===== config.mk =====
export PLATFORM = sky130hd
export DESIGN_NAME = scl_timing_gen
export DESIGN_NICKNAME = d
export VERILOG_FILES = /design/src/rtl/scl_tg_pkg.sv /design/src/rtl/scl_tg_unpack.sv /design/src/rtl/scl_tg_prescaler.sv /design/src/rtl/scl_tg_phase_fsm.sv /design/src/rtl/scl_timing_gen.sv
export SDC_FILE = /design/constraint.sdc
export NUM_CORES = 1
export LEC_CHECK = 0
export BUFFER_PORTS_ARGS = -buffer_cell sky130_fd_sc_hd__buf_2
export CAP_MARGIN = 20
export CORE_MARGIN = 10
export CORE_UTILIZATION = 33
export CTS_BUF_LIST = sky130_fd_sc_hd__clkbuf_8
export DETAILED_ROUTE_END_ITERATION = 8
export SYNTH_ARGS = -nofsm -noshare
export SYNTH_HDL_FRONTEND = slang
export SYNTH_SLANG_ARGS = --single-unit

===== constraint.sdc =====
create_clock -name clk -period 9.4 [get_ports clk]
set_clock_uncertainty 0.05 [all_clocks]
set_input_delay 1.88 -clock clk [delete_from_list [all_inputs] [get_ports clk]]
set_output_delay 1.88 -clock clk [all_outputs]
set_load 0.02 [all_outputs]

===== src/rtl/scl_tg_pkg.sv =====
`timescale 1ns/1ps
package scl_tg_pkg;
    parameter int unsigned TG_PH_W  = 4;
    parameter int unsigned TG_EXP_W = 4;

    typedef enum logic [1:0] {
        ST_IDLE    = 2'd0,
        ST_LOW     = 2'd1,
        ST_RELEASE = 2'd2,
        ST_HIGH    = 2'd3
    } tg_state_t;

    typedef struct packed {
        logic [TG_PH_W-1:0]  hi;
        logic [TG_PH_W-1:0]  lo;
        logic [TG_EXP_W-1:0] expo;
    } tg_timing_t;
endpackage


===== src/rtl/scl_tg_unpack.sv =====
`timescale 1ns/1ps
module scl_tg_unpack
    import scl_tg_pkg::*;
#(
    parameter int unsigned WORD_W  = 20,
    parameter int unsigned HI_LSB  = 16,
    parameter int unsigned LO_LSB  = 12,
    parameter int unsigned EXP_LSB = 0
) (
    input  logic [WORD_W-1:0] word_i,
    output tg_timing_t        fields_o
);
    logic unused_bits;

    always_comb begin
        fields_o.hi   = word_i[HI_LSB  +: TG_PH_W];
        fields_o.lo   = word_i[LO_LSB  +: TG_PH_W];
        fields_o.expo = word_i[EXP_LSB +: TG_EXP_W];
    end

    // bits outside the three fields are deliberately dropped
    assign unused_bits = ^word_i;
endmodule


===== src/rtl/scl_tg_prescaler.sv =====
`timescale 1ns/1ps
module scl_tg_prescaler #(
    parameter int unsigned EXP_W = 4
) (
    input  logic             clk,
    input  logic             rst_n,
    input  logic             en_i,
    input  logic             clr_i,
    input  logic [EXP_W-1:0] expo_i,
    output logic             tick_o
);
    localparam int unsigned CNT_W = 1 << EXP_W;

    logic [CNT_W-1:0] cnt_q;
    logic [CNT_W-1:0] limit;

    assign limit  = (CNT_W'(1) << expo_i) - CNT_W'(1);
    assign tick_o = en_i && (cnt_q == limit);

    always_ff @(posedge clk or negedge rst_n) begin
        if (!rst_n) begin
            cnt_q <= '0;
        end else if (clr_i) begin
            cnt_q <= '0;
        end else if (en_i) begin
            cnt_q <= tick_o ? '0 : cnt_q + CNT_W'(1);
        end
    end
endmodule


===== src/rtl/scl_tg_phase_fsm.sv =====
`timescale 1ns/1ps
module scl_tg_phase_fsm
    import scl_tg_pkg::*;
(
    input  logic                clk,
    input  logic                rst_n,
    input  logic                run_i,
    input  logic                line_i,
    input  tg_timing_t          fields_i,
    input  logic                tick_i,
    output logic                drive_low_o,
    output logic                pre_en_o,
    output logic                pre_clr_o,
    output logic                rise_o,
    output logic                mid_o,
    output logic                fall_o,
    output logic [TG_EXP_W-1:0] expo_o,
    output tg_state_t           state_o,
    output tg_timing_t          lat_o
);
    tg_state_t          state_q, state_d;
    logic [TG_PH_W-1:0] ph_q, ph_d;
    tg_timing_t         lat_q;
    logic               load;

    logic high_cnt;
    logic lo_done;
    logic hi_done;

    assign high_cnt = (state_q == ST_HIGH) || ((state_q == ST_RELEASE) && line_i);
    assign lo_done  = (state_q == ST_LOW) && tick_i && (ph_q == lat_q.lo);
    assign hi_done  = high_cnt && tick_i && (ph_q == lat_q.hi);

    // state register
    always_ff @(posedge clk or negedge rst_n) begin
        if (!rst_n) begin
            state_q <= ST_IDLE;
            ph_q    <= '0;
            lat_q   <= '0;
        end else begin
            state_q <= state_d;
            ph_q    <= ph_d;
            if (load) begin
                lat_q <= fields_i;
            end
        end
    end

    // transitions
    always_comb begin
        state_d = state_q;
        ph_d    = ph_q;
        load    = 1'b0;
        unique case (state_q)
            ST_IDLE: begin
                if (run_i) begin
                    state_d = ST_LOW;
                    ph_d    = '0;
                    load    = 1'b1;
                end
            end
            ST_LOW: begin
                if (lo_done) begin
                    state_d = ST_RELEASE;
                    ph_d    = '0;
                end else if (tick_i) begin
                    ph_d = ph_q + 1'b1;
                end
            end
            ST_RELEASE, ST_HIGH: begin
                if (hi_done) begin
                    ph_d = '0;
                    if (run_i) begin
                        state_d = ST_LOW;
                        load    = 1'b1;
                    end else begin
                        state_d = ST_IDLE;
                    end
                end else if (high_cnt) begin
                    state_d = ST_HIGH;
                    if (tick_i) begin
                        ph_d = ph_q + 1'b1;
                    end
                end
            end
            default: begin
                state_d = ST_IDLE;
            end
        endcase
    end

    // outputs
    always_comb begin
        drive_low_o = (state_q == ST_LOW);
        pre_en_o    = (state_q == ST_LOW) || high_cnt;
        pre_clr_o   = (state_q == ST_IDLE) || ((state_q == ST_RELEASE) && !line_i);
        rise_o      = (state_q == ST_RELEASE) && line_i;
        mid_o       = high_cnt && tick_i && (ph_q == (lat_q.hi >> 1));
        fall_o      = hi_done && run_i;
        expo_o      = lat_q.expo;
        state_o     = state_q;
        lat_o       = lat_q;
    end
endmodule


===== src/rtl/scl_timing_gen.sv =====
`timescale 1ns/1ps
module scl_timing_gen
    import scl_tg_pkg::*;
#(
    parameter int unsigned WORD_W  = 20,
    parameter int unsigned HI_LSB  = 16,
    parameter int unsigned LO_LSB  = 12,
    parameter int unsigned EXP_LSB = 0
) (
    input  logic              clk,
    input  logic              rst_n,
    input  logic              run_i,
    input  logic [WORD_W-1:0] timing_word_i,
    input  logic              scl_line_i,
    output logic              scl_drive_low_o,
    output logic              scl_rise_o,
    output logic              scl_mid_o,
    output logic              scl_fall_o
);
    tg_timing_t          fields;
    tg_timing_t          lat;
    tg_state_t           st;
    logic                pre_en;
    logic                pre_clr;
    logic                tick;
    logic [TG_EXP_W-1:0] expo;

    scl_tg_unpack #(
        .WORD_W (WORD_W),
        .HI_LSB (HI_LSB),
        .LO_LSB (LO_LSB),
        .EXP_LSB(EXP_LSB)
    ) u_unpack (
        .word_i  (timing_word_i),
        .fields_o(fields)
    );

    scl_tg_prescaler #(
        .EXP_W(TG_EXP_W)
    ) u_pre (
        .clk   (clk),
        .rst_n (rst_n),
        .en_i  (pre_en),
        .clr_i (pre_clr),
        .expo_i(expo),
        .tick_o(tick)
    );

    scl_tg_phase_fsm u_fsm (
        .clk        (clk),
        .rst_n      (rst_n),
        .run_i      (run_i),
        .line_i     (scl_line_i),
        .fields_i   (fields),
        .tick_i     (tick),
        .drive_low_o(scl_drive_low_o),
        .pre_en_o   (pre_en),
        .pre_clr_o  (pre_clr),
        .rise_o     (scl_rise_o),
        .mid_o      (scl_mid_o),
        .fall_o     (scl_fall_o),
        .expo_o     (expo),
        .state_o    (st),
        .lat_o      (lat)
    );
endmodule


==> metrics, run 1 <==
Mapped Cells=365; I/O pin total=28; run status=finished, final reports clean; RSZ-0062 raised after global routing=no; die area=13200 sq um; area leader, netlist=dfrtp_1; GRT Overall Usage=11.6%; count leader, synth=nand2_1; part of the power in registers=50.6%; CTS tree=done; post-route setup slack=3.19 ns; flop-to-flop setup slack=4.91 ns; via count=2684; Post-DRT Antenna Nets=0; CTS Buffer Depth=2; fill count=922; GPL Wtd Cong=0.853; initial antenna violation count=0; Unique masters post-synth=63; period utilisation layout=66.1%; number of diodes=0; dominant synthesized flop cell=dfrtp_1; Util after Layout=35.6%; GRT overflow=0; Hold WC Path Type=register to register; Yosys top cell area share=28.6%; FP Rows=34; Synth Cell Area=2980 sq um; Clock Power Share=30.7%; Max Cap Violations=0; average instance area after synthesis=8.15 sq um; post_cts resized=0; Final HPWL DP=5.14 mm; Avg Vias per Cell=5.72; flops & latches, synth=34; largest net degree at the start of global routing=35; setup bufs post-CTS=0; Switch Pwr=0.116 mW; sw frac=31.4%; placed cell area=3030 sq um; port bufs=19; WL/cell=16.2 um; Total Power=0.371 mW; DR pass1 iterations=4; worst vdd rail ir drop=0.0469 mV; CP required=7.47 ns; layout cell share with drive strength beyond 1=13.0%; Syn-to-layout area delta=4.88%; Final Hold Vio Count=0; sequential area share after synthesis=28.6%; Crit Path Category=register to output pin; Crit. End Element=output pin; fin nets=387; Slew @ Worst Pin=1.06 ns; global-route wire length before repair=12.9 mm; Slew HR=29.0%; clock slew at reported path FFs=0.08 ns; pre-CTS setup slack=3.54 ns; number of global-route vias before repair=2608; final setup vio count=0; Critical Path Source Type=register; core area=8760 sq um; Pwr Density=119 nW/um^2; chip width=115 um; Num CTS Buffers=5; Starting Density=34.0%; Hold-fix buffers, CTS=0; drt drc=0; Worst-Skew Late Latency=0.29 ns; max-slew violation count=0; setup TNS=0 ns; Final min period=6.21 ns; Post-synth ARST share=100%; Synth Net Count=392; fmax=0.161 GHz; initial drt markers=265; CTS Sinks=34; Comb power frac=18.7%; Commonest cells post-synth=nand2_1, dfrtp_1, nor2_1; Int Pwr=0.255 mW; crit-path max FO=28; Lkg Pwr=1.29 nW; leading post-synthesis cells by cell area=dfrtp_1, xnor2_1, nand2_1, nand3_1, nor2_1; CTS H-Tree Depth=2; WP data arrival=4.28 ns; number of synthesized flops with an enable pin=0; Die Height=115 um; Synth warnings=0; fin area=3120 sq um; CTS Root Cell=clkbuf_8; DRT Wirelength=7.62 mm
[metal layers]
metal	part of all wire (%)	wire (um)	vias up	track usage [%]
met3	3.1	235	8	1.82
met5	0	0	-	0
met2	47	3550	49	17.1
met1	49	3720	1311	16.1
met4	1.5	113	0	5.36
li1	-	-	1316	-
[power groups by stage]
| stage | clock [mW] | combinational (mW) | sequential [mW] |
|---|---|---|---|
| global route | 0.122 | 0.0791 | 0.191 |
| finish | 0.114 | 0.0693 | 0.188 |
| CTS | 0.117 | 0.0701 | 0.187 |
| global placement | 0 | 0.0673 | 0.190 |
| floorplan | 0 | 0.0650 | 0.175 |
| detailed placement | 0 | 0.0696 | 0.190 |
[placed cells by master (no fill, tap or decap), types with 3 or more instances in the layout]
cell,instances
nor3_1,7
and3_1,7
nand2_1,41
nand3_1,28
nor4_4,3
buf_2,19
a211oi_1,4
nor2_1,31
nor4_1,3
a21o_1,11
a31oi_1,12
o31ai_1,4
o211ai_1,15
clkbuf_8,6
and2_1,3
nor2b_1,5
o21a_1,3
inv_1,10
xor2_1,9
or3_1,3
ha_1,3
dfrtp_1,34
o21ai_0,19
a21oi_1,10
xnor2_1,19
buf_4,3
nand4_1,6
[path summary, 6_finish.rpt]
path,cells past startpoint,startpoint,end
min in group asynchronous,1,rst_n,u_fsm.state_o[1]
max reg2reg,9,u_fsm.expo_o[2],u_fsm.lat_o[9]
min,1,u_pre.cnt_q[0],u_pre.cnt_q[0]
max in group asynchronous,1,rst_n,u_pre.cnt_q[15]
min reg2reg,1,u_pre.cnt_q[0],u_pre.cnt_q[0]
max,10,u_fsm.expo_o[2],scl_fall_o
[critical path, cell delays in order (launching register included)]
cell,delay [ns]
dfrtp_1,0.94
nor2_1,0.16
nand3b_1,0.13
ha_1,0.70
xnor2_1,0.17
a311o_1,0.39
a311oi_2,0.33
o2111a_1,0.78
nand2_1,0.10
nor2_1,0.10
buf_2,0.17
[stage by stage]
step / std cells / hold slack [ns]
CTS: 469 / 0.527
floorplan: 365 / 0.436
global placement: 461 / 0.490
finish: 469 / 0.522
detailed placement: 461 / 0.517
global route: 469 / 0.544
[sequential cells by signal, indices dropped and copies added, names as in the netlist]
name,flops
u_pre.cnt_q,16
u_fsm.lat_o,8
u_fsm.expo_o,4
u_fsm.ph_q,4
u_fsm.state_o,2
[cell type report]
type / instances / area [sq um] / share of cell area, %
Clock buffer: 6 / 82.6 / 2.65
Tap cell: 108 / 135 / 4.33
Clock inverter: 2 / 8.76 / 0.281
Inverter: 9 / 33.8 / 1.08
Multi-Input combinational cell: 288 / 1890 / 60.6
Sequential cell: 34 / 851 / 27.3
Timing Repair Buffer: 22 / 118 / 3.77
[kinds of logic (layout without fill, tap and decap cells)]
family          after synthesis  in the layout  synth area share (%)
compound gates              102            102                  25.6
xor+xnor                     28             28                  8.24
fa+ha+maj                     3              3                  1.26
buf+inv                      43             39                  7.99
flops                        34             34                  28.6
mux                           1              1                 0.336
simple gates                154            154                  28.0
Note: power is estimated with default switching activity, not from simulation.
==> run 2: changes to the inputs <==
Clock period 9.4 ns to 5.87 ns, I/O delays scaled along.
==> run 2 against run 1 <==
Routed wire length is 1.4% lower; die area stayed put; sequential share of layout area is 0.12 points lower; register-to-register slack worse by 3.4 ns; largest power group unchanged; global-route usage is 0.15 points higher; critical path depth is 1 higher; clock power is 53% higher; core utilization is 0.16 points higher; hold slack worse by 0.022 ns.
==> metrics, run 2 (synthesized netlist as in run 1, its figures left out) <==
run status=finished, final reports clean; Critical Path Source Type=register; CTS H-Tree Depth=2; most frequent cells in the layout=nand2_1, dfrtp_1, nor2_1, nand3_1; Slew HR=32.4%; Total Power=0.585 mW; Post-DRT Antenna Nets=0; Final HPWL DP=5.13 mm; GRT Overall Usage=11.7%; Hold WC Path Type=register to register; Final min period=5.13 ns; I/O pin total=28; chip width=115 um; Slew @ Worst Pin=1.01 ns; Hold EP=u_pre.cnt_q[0]; WP data arrival=3.91 ns; final setup vio count=0; Worst-Skew Late Latency=0.29 ns; Crit. End Element=output pin; Syn-to-layout area delta=5.34%; WHS Path Cells=1; final hold slack=0.501 ns; FP Rows=34; drt drc=0; most frequent CP cell=nor2_1; Final Instance Count excl. Fillers=470; initial antenna violation count=0; most common cell after layout, fill and taps aside=nand2_1; DR pass1 iterations=5; fin area=3130 sq um; max-slew violation count=0; CTS Root Cell=clkbuf_8; crit-path max FO=28; setup bufs post-CTS=0; Hold-fix buffers, CTS=0; WL/cell=16.0 um; Die Height=115 um; number of global-route vias before repair=2602; Final Hold Vio Count=0; reg2reg end=u_fsm.lat_o[9]; GRT overflow=0; fmax=0.195 GHz; critical-path cell list=nor2_1 > nand3b_1 > ha_1 > xnor2_1 > a311o_1 > a311oi_2 > o2111a_1 > buf_4 > nand2_1 > nor2_1 > buf_2; worst hold start=u_pre.cnt_q[0]; via count=2664; core area=8760 sq um; CP top delay family=compound AO/OA/AOI/OAI gates; Reg with most FFs=u_pre.cnt_q; CTS Sinks=34; GPL Wtd Cong=0.822; layout cell share with drive strength beyond 1=13.5%; Starting Density=34.0%; R2R cell count=9; CTS Buffer Depth=2; CP required=4.65 ns; post_cts resized=0; Crit Path Category=register to output pin; slowest CP cell=dfrtp_1; initial drt markers=203; clock slew at reported path FFs=0.07 ns; flop-to-flop setup slack=1.50 ns; Avg Vias per Cell=5.67; slowest stage delay, CP=0.93 ns; Lkg Pwr=1.29 nW; period utilisation layout=87.4%; fin nets=390; CTS tree=done; port bufs=19; Largest register FFs=16; number of diodes=0; Max Cap Violations=0; setup TNS=0 ns; Pwr Density=187 nW/um^2; DRT Wirelength=7.51 mm; largest net degree at the start of global routing=35; r2r startpoint=u_fsm.expo_o[2]; die area=13200 sq um; RSZ-0062 raised after global routing=no; placed cell area=3050 sq um; Bufs and invs on worst path=2; worst vdd rail ir drop=0.0775 mV; Num CTS Buffers=5; Placed Cells incl. Taps=464; global-route wire length before repair=13.1 mm
run 2: changes by cell type in the layout (fill, tap and decap cells not counted):
| cell | previous run | this run |
|---|---|---|
| buf_4 | 3 | 6 |
| inv_1 | 10 | 9 |
| clkinv_2 | 1 | 0 |
run 2: final cells by class:
| type | instances | area [sq um] |
|---|---|---|
| Clock buffer | 6 | 82.6 |
| Fill cell | 924 | 5630 |
| Inverter | 9 | 33.8 |
| Multi-Input combinational cell | 288 | 1890 |
| Sequential cell | 34 | 851 |
| Tap cell | 108 | 135 |
| Timing Repair Buffer | 25 | 140 |
run 2: per-layer routing:
metal / track usage, % / routed length (um) / vias to the layer above
met5: 0 / 0 / -
met4: 4.79 / 112 / 0
met1: 16.3 / 3660 / 1276
met3: 1.61 / 281 / 6
li1: - / - / 1324
met2: 17.8 / 3450 / 58
run 2: stage by stage:
| stage | utilization, % | setup slack, ns |
|---|---|---|
| 2_1_floorplan | - | 1.56 |
| 3_3_place_gp | 34.8 | 1.15 |
| 3_5_place_dp | 34.8 | 1.10 |
| 4_1_cts | 35.8 | 0.774 |
| 5_1_grt | 35.8 | 0.414 |
| 6_report | 35.8 | 0.737 |
run 2: how the worst max path moves through the flow:
stage / from / to / depth (start not counted) / slack, ns
final: u_fsm.expo_o[2] / scl_fall_o / 11 / 0.74
after global routing: u_fsm.expo_o[2] / scl_fall_o / 11 / 0.41
after CTS: u_fsm.expo_o[2] / scl_fall_o / 11 / 0.77
after detailed placement: u_fsm.expo_o[2] / scl_fall_o / 11 / 1.10
after global placement: u_fsm.expo_o[2] / scl_fall_o / 11 / 1.15
after floorplan: u_fsm.expo_o[1] / scl_mid_o / 12 / 1.56
run 2: where the power goes:
group	internal [mW]	switching, mW
clock	0.0905	0.0837
sequential	0.257	0.0422
combinational	0.0580	0.0532
total	0.406	0.179
